## src/rtl/seq_pkg.sv

```systemverilog
package seq_pkg;

    localparam int BYTE_W = 8;

    localparam logic [BYTE_W-1:0] OPC_COPY_AC  = 8'h4F;
    localparam logic [BYTE_W-1:0] OPC_SET_CY   = 8'h37;
    localparam logic [BYTE_W-1:0] OPC_AND_IMM  = 8'hE6;
    localparam logic [BYTE_W-1:0] OPC_LOAD_IMM = 8'h3E;
    localparam logic [BYTE_W-1:0] OPC_STORE    = 8'h32;

    typedef enum logic [2:0] {
        ST_FETCH,
        ST_FETCH_WAIT,
        ST_DECODE,
        ST_OPND,
        ST_OPND_WAIT,
        ST_EXEC
    } seq_state_e;

    typedef enum logic [2:0] {
        OP_BAD,
        OP_COPY_AC,
        OP_SET_CY,
        OP_AND_IMM,
        OP_LOAD_IMM,
        OP_STORE
    } op_kind_e;

endpackage

```

## src/rtl/seq_decode.sv

```systemverilog
module seq_decode
    import seq_pkg::*;
#(
    parameter int ADDR_BYTES = 2,
    parameter int CNT_W      = $clog2(ADDR_BYTES + 1)
) (
    input  logic [BYTE_W-1:0] opcode,
    output op_kind_e          kind,
    output logic [CNT_W-1:0]  n_opnd
);

    always_comb begin
        case (opcode)
            OPC_COPY_AC: begin
                kind   = OP_COPY_AC;
                n_opnd = '0;
            end
            OPC_SET_CY: begin
                kind   = OP_SET_CY;
                n_opnd = '0;
            end
            OPC_AND_IMM: begin
                kind   = OP_AND_IMM;
                n_opnd = CNT_W'(1);
            end
            OPC_LOAD_IMM: begin
                kind   = OP_LOAD_IMM;
                n_opnd = CNT_W'(1);
            end
            OPC_STORE: begin
                kind   = OP_STORE;
                n_opnd = CNT_W'(ADDR_BYTES);
            end
            default: begin
                kind   = OP_BAD;
                n_opnd = '0;
            end
        endcase
    end

endmodule

```

## src/rtl/seq_fsm.sv

```systemverilog
module seq_fsm
    import seq_pkg::*;
#(
    parameter int ADDR_BYTES = 2,
    parameter int CNT_W      = $clog2(ADDR_BYTES + 1),
    parameter int IDX_W      = $clog2(ADDR_BYTES)
) (
    input  logic             clk,
    input  logic             rst_n,
    input  logic [CNT_W-1:0] n_opnd,
    output logic             rd_en,
    output logic             pc_inc,
    output logic             ld_ir,
    output logic             ld_opnd,
    output logic [IDX_W-1:0] opnd_idx,
    output logic             exec_en
);

    seq_state_e       state, state_nx;
    logic [CNT_W-1:0] got_q;

    // state register and operand counter
    always_ff @(posedge clk or negedge rst_n) begin
        if (!rst_n) begin
            state <= ST_FETCH;
            got_q <= '0;
        end else begin
            state <= state_nx;
            if (state == ST_DECODE) begin
                got_q <= '0;
            end else if (state == ST_OPND_WAIT) begin
                got_q <= got_q + 1'b1;
            end
        end
    end

    // next state
    always_comb begin
        state_nx = state;
        unique case (state)
            ST_FETCH:      state_nx = ST_FETCH_WAIT;
            ST_FETCH_WAIT: state_nx = ST_DECODE;
            ST_DECODE:     state_nx = (n_opnd != '0) ? ST_OPND : ST_EXEC;
            ST_OPND:       state_nx = ST_OPND_WAIT;
            ST_OPND_WAIT:  state_nx = ((got_q + 1'b1) == n_opnd) ? ST_EXEC : ST_OPND;
            ST_EXEC:       state_nx = ST_FETCH;
            default:       state_nx = ST_FETCH;
        endcase
    end

    // outputs
    always_comb begin
        rd_en   = 1'b0;
        pc_inc  = 1'b0;
        ld_ir   = 1'b0;
        ld_opnd = 1'b0;
        exec_en = 1'b0;
        unique case (state)
            ST_FETCH, ST_OPND: begin
                rd_en  = 1'b1;
                pc_inc = 1'b1;
            end
            ST_FETCH_WAIT: ld_ir   = 1'b1;
            ST_OPND_WAIT:  ld_opnd = 1'b1;
            ST_EXEC:       exec_en = 1'b1;
            default: ;
        endcase
    end

    assign opnd_idx = got_q[IDX_W-1:0];

endmodule

```

## src/rtl/seq_regs.sv

```systemverilog
module seq_regs
    import seq_pkg::*;
#(
    parameter int ADDR_W     = 16,
    parameter int ADDR_BYTES = ADDR_W / BYTE_W,
    parameter int IDX_W      = $clog2(ADDR_BYTES)
) (
    input  logic              clk,
    input  logic              rst_n,
    input  logic [BYTE_W-1:0] rdata,
    input  logic              pc_inc,
    input  logic              ld_ir,
    input  logic              ld_opnd,
    input  logic [IDX_W-1:0]  opnd_idx,
    input  logic              exec_en,
    input  op_kind_e          kind,
    output logic [ADDR_W-1:0] pc,
    output logic [BYTE_W-1:0] ir,
    output logic [BYTE_W-1:0] acc,
    output logic [BYTE_W-1:0] reg_c,
    output logic              carry,
    output logic              bad_op,
    output logic [ADDR_W-1:0] target
);

    logic [BYTE_W-1:0] opnd [ADDR_BYTES];

    // the store address is assembled from the operand bytes, low byte first
    for (genvar g = 0; g < ADDR_BYTES; g++) begin : g_tgt
        assign target[g*BYTE_W +: BYTE_W] = opnd[g];
    end

    always_ff @(posedge clk or negedge rst_n) begin
        if (!rst_n) begin
            for (int i = 0; i < ADDR_BYTES; i++) begin
                opnd[i] <= '0;
            end
        end else if (ld_opnd) begin
            opnd[opnd_idx] <= rdata;
        end
    end

    always_ff @(posedge clk or negedge rst_n) begin
        if (!rst_n) begin
            pc     <= '0;
            ir     <= '0;
            acc    <= '0;
            reg_c  <= '0;
            carry  <= 1'b0;
            bad_op <= 1'b0;
        end else begin
            if (pc_inc) begin
                pc <= pc + 1'b1;
            end
            if (ld_ir) begin
                ir <= rdata;
            end
            if (exec_en) begin
                unique case (kind)
                    OP_COPY_AC:  reg_c <= acc;
                    OP_SET_CY:   carry <= 1'b1;
                    OP_AND_IMM: begin
                        acc   <= acc & opnd[0];
                        carry <= 1'b0;
                    end
                    OP_LOAD_IMM: acc <= opnd[0];
                    OP_STORE:    ;
                    OP_BAD:      bad_op <= 1'b1;
                    default:     ;
                endcase
            end
        end
    end

endmodule

```

## src/rtl/byte_seq_core.sv

```systemverilog
module byte_seq_core
    import seq_pkg::*;
#(
    parameter int ADDR_W = 16
) (
    input  logic              clk,
    input  logic              rst_n,
    output logic              mem_rd,
    output logic              mem_wr,
    output logic [ADDR_W-1:0] mem_addr,
    output logic [BYTE_W-1:0] mem_wdata,
    input  logic [BYTE_W-1:0] mem_rdata,
    output logic [ADDR_W-1:0] pc_q,
    output logic [BYTE_W-1:0] ir_q,
    output logic [BYTE_W-1:0] acc_q,
    output logic [BYTE_W-1:0] reg_c_q,
    output logic              carry_q,
    output logic              bad_op_q
);

    localparam int ADDR_BYTES = ADDR_W / BYTE_W;
    localparam int CNT_W      = $clog2(ADDR_BYTES + 1);
    localparam int IDX_W      = $clog2(ADDR_BYTES);

    op_kind_e          kind;
    logic [CNT_W-1:0]  n_opnd;
    logic              rd_en, pc_inc, ld_ir, ld_opnd, exec_en;
    logic [IDX_W-1:0]  opnd_idx;
    logic [ADDR_W-1:0] target;

    seq_decode #(.ADDR_BYTES(ADDR_BYTES), .CNT_W(CNT_W)) u_dec (
        .opcode (ir_q),
        .kind   (kind),
        .n_opnd (n_opnd)
    );

    seq_fsm #(.ADDR_BYTES(ADDR_BYTES), .CNT_W(CNT_W), .IDX_W(IDX_W)) u_fsm (
        .clk      (clk),
        .rst_n    (rst_n),
        .n_opnd   (n_opnd),
        .rd_en    (rd_en),
        .pc_inc   (pc_inc),
        .ld_ir    (ld_ir),
        .ld_opnd  (ld_opnd),
        .opnd_idx (opnd_idx),
        .exec_en  (exec_en)
    );

    seq_regs #(.ADDR_W(ADDR_W), .ADDR_BYTES(ADDR_BYTES), .IDX_W(IDX_W)) u_regs (
        .clk      (clk),
        .rst_n    (rst_n),
        .rdata    (mem_rdata),
        .pc_inc   (pc_inc),
        .ld_ir    (ld_ir),
        .ld_opnd  (ld_opnd),
        .opnd_idx (opnd_idx),
        .exec_en  (exec_en),
        .kind     (kind),
        .pc       (pc_q),
        .ir       (ir_q),
        .acc      (acc_q),
        .reg_c    (reg_c_q),
        .carry    (carry_q),
        .bad_op   (bad_op_q),
        .target   (target)
    );

    assign mem_rd    = rd_en;
    assign mem_wr    = exec_en && (kind == OP_STORE);
    assign mem_addr  = mem_wr ? target : pc_q;
    assign mem_wdata = acc_q;

endmodule

```

## config.mk

```make
export PLATFORM = sky130hd
export DESIGN_NAME = byte_seq_core
export DESIGN_NICKNAME = d
export VERILOG_FILES = /design/src/rtl/seq_pkg.sv /design/src/rtl/seq_decode.sv /design/src/rtl/seq_fsm.sv /design/src/rtl/seq_regs.sv /design/src/rtl/byte_seq_core.sv
export SDC_FILE = /design/constraint.sdc
export NUM_CORES = 1
export LEC_CHECK = 0
export ABC_AREA = 1
export BUFFER_PORTS_ARGS = -buffer_cell sky130_fd_sc_hd__buf_2
export CELL_PAD_IN_SITES_DETAIL_PLACEMENT = 1
export CELL_PAD_IN_SITES_GLOBAL_PLACEMENT = 2
export CORE_MARGIN = 10
export CORE_UTILIZATION = 32
export DETAILED_ROUTE_END_ITERATION = 10
export GPL_ROUTABILITY_DRIVEN = 1
export GPL_TIMING_DRIVEN = 0
export PLACE_DENSITY_LB_ADDON = 0.1
export SYNTH_ARGS = -nofsm -noshare
export SYNTH_HDL_FRONTEND = slang
export SYNTH_SLANG_ARGS = --single-unit
```

## constraint.sdc

```tcl
create_clock -name clk -period 4.7 [get_ports clk]
set_clock_uncertainty 0.1 [all_clocks]
set_input_delay 0.235 -clock clk [delete_from_list [all_inputs] [get_ports clk]]
set_output_delay 0.235 -clock clk [all_outputs]
set_load 0.01 [all_outputs]
```

==> run metrics <==
DR pass1 iterations 4; Leak Pwr approximately 2.1 nW; post-route antenna net violation count 0; HP Class input port to register; GPL Wtd Cong 0.8048; H-tree Lvls 3; CTS max path bufs 2; Final Slew Violations 0; Port-buffer cells a little under 80; Clock Latency Late Sink about 0.33 ns; root buf cell clkbuf_8; Die X 118.4 um; Synth cell types 24; total die area between 10000 and 15000 um^2; Max-cap violations 0; CTS tree yes; final setup fails 0; status completed; post-DP HPWL slightly above 7 mm; total wire length between 9 and 10 mm; Post-Place Cells 592; Seq/Total Area, Yosys around half; vias in the first global route between 3000 and 4000; Sink Count 63; Initial Util between 30% and 40%; Core ar. 9328 um^2; CP required 4.37 ns; share of cells above drive strength 1 a little over a fifth; Clk pin slew, worst setup/hold paths approximately 0.070 ns; final non-filler cell total 608; TritonCTS buffer count 9; Least-Margin Pin Slew between 0.8 and 0.9 ns; period utilization between 50 and 60%; Worst VDD drop 0.0001863 V; commonest non-fill, non-tap cell in the layout nand2_1; RSZ-0062 raised after global routing no; first-pass GRT wire length 15.42 mm; row count 35; Area growth, synth to finish 23.15%; R2R setup slack between 2 and 3 ns; Ant. Diodes 0; critical path class register to primary output; Residual DRC 0; Critical Path Start Type register; multi-input logic area roughly 1200 um^2; Max Clk Rate 402.6 MHz; grt ovf 0; power density cells between 400 and 500 nW/um^2; largest net degree at the start of global routing 64; fin crit period 2.484 ns; Mapped Cells between 300 and 400; FF+latch area roughly 1600 um^2; Vias roughly 2800; total track usage 13.40%; Routed WL per cell 15.33 um; nets@finish approximately 490; initial antenna violation count 0; signal arrival time at the worst endpoint 2.15 ns; mean number of vias per cell roughly 4.6; net count after synthesis 397; Relative slew margins approximately 45%; endpoints failing hold 0; # resized after CTS 0; First DRT Iteration DRCs 76; syn avg cell area around 8 um^2; setup TNS 0 ns; commonest non-fill, non-tap cells in the layout nand2_1, buf_2, dfrtp_1; die height 118.4 um; critical path endpoint category primary output; number of synthesized register bits 63; Max Fanout on Critical Path 10; synth warn 0; Ports 78; Synth Cell Area just over 3000 um^2; Fillers 1187
==> registers in the layout (all words and copies together), names as in the netlist <==
signal	cells
u_regs.acc	8
u_regs.bad_op	1
u_regs.pc	16
u_fsm.state	3
u_regs.target	16
u_regs.carry	1
u_fsm.got_q	2
u_regs.ir	8
u_regs.reg_c	8
==> layout make-up <==
type	count	area share (%)
repair buffers	78	10.43
clock buffers	14	4.003
multi-input cells	250	31.63
well taps	129	4.232
inverters	57	5.610
clock inverters	1	0.1312
plain buffers	16	2.625
flip-flops and latches	63	41.34
==> per-layer routing <==
layer | part of all wire (%) | track usage, % | routed length [um] | vias up
li1 | - | - | - | 1379
met3 | 6.0 | 3.808 | 557 | 6
met4 | 1.0 | 4.656 | 94 | 0
met2 | 46 | 21.45 | 4283 | 56
met1 | 47 | 16.91 | 4381 | 1328
met5 | 0 | 0 | 0 | -
==> power by group <==
| group | switching, mW | internal (mW) | total [mW] |
|---|---|---|---|
| clock network | 0.202 | 0.203 | 0.405 |
| registers | 0.127 | 0.672 | 0.799 |
| logic | 0.399 | 0.205 | 0.604 |
==> critical path, cell delays in order, from the launching register on <==
cell and delay, ns:
dfrtp_1 0.39, inv_1 0.11, nor3_4 0.33, inv_1 0.20, nor2_4 0.25, buf_4 0.21
nand2_1 0.06, o21ai_0 0.10, buf_2 0.18
==> per-stage QoR <==
stage	utilization, %	hold WS, ns	total power, mW	instance area (um^2)	setup WS [ns]
floorplan	-	-0.1606	1.161	3097	2.907
global placement	39.06	0.3444	1.404	3643	2.560
detailed placement	39.09	0.2988	1.424	3646	2.553
CTS	40.89	0.01238	1.840	3814	2.178
global route	40.89	0.02193	1.954	3814	2.006
finish	40.89	0.01870	1.808	3814	2.216
==> cells in the mapped netlist <==
library cell,count,area [um^2]
a21oi_1,2,10.01
and3_1,1,6.260
buf_2,1,5.000
buf_4,10,75.07
clkbuf_1,4,15.01
clkbuf_2,1,5.000
dfrtp_1,63,1577
ha_1,1,12.51
inv_1,57,214.0
nand2_1,119,446.7
nand2_2,1,6.260
nand2_4,1,11.26
nand3_1,15,75.07
nand3b_1,8,60.06
nand4_1,6,37.54
nor2_1,15,56.30
nor2_4,2,22.52
nor3_1,7,35.03
nor3_4,1,16.27
o21ai_0,55,275.3
o22ai_1,1,6.260
or2_1,1,6.260
xnor2_1,2,17.52
xor2_1,12,105.1
==> cells by family (layout without fill, tap and decap cells) <==
kind of cell	count (synthesis)	after routing	share of synthesized area, %
flops	63	63	50.91
fa+ha+maj	1	1	0.4040
xor+xnor	14	14	3.960
simple gates	177	177	25.17
compound gates	58	58	9.414
buf+inv	73	166	10.14
==> what timing repair did <==
action / in CTS / in global routing
hold buffers: 1 / 0
endpoints found under the hold margin: 63 / 0
buffers inserted: 0 / 0
==> final timing paths <==
path / from / end / cells after the start
min in group asynchronous: rst_n / u_regs.reg_c[2] / 2
max in group asynchronous: rst_n / u_regs.target[14] / 2
hold reg to reg: u_regs.bad_op / u_regs.bad_op / 2
setup reg to reg: u_regs.ir[4] / u_regs.acc[7] / 9
setup / recovery: u_fsm.state[0] / mem_addr[7] / 8
hold / removal: mem_rdata[4] / u_regs.ir[4] / 3
No activity file was read; power rests on OpenSTA's default activity.
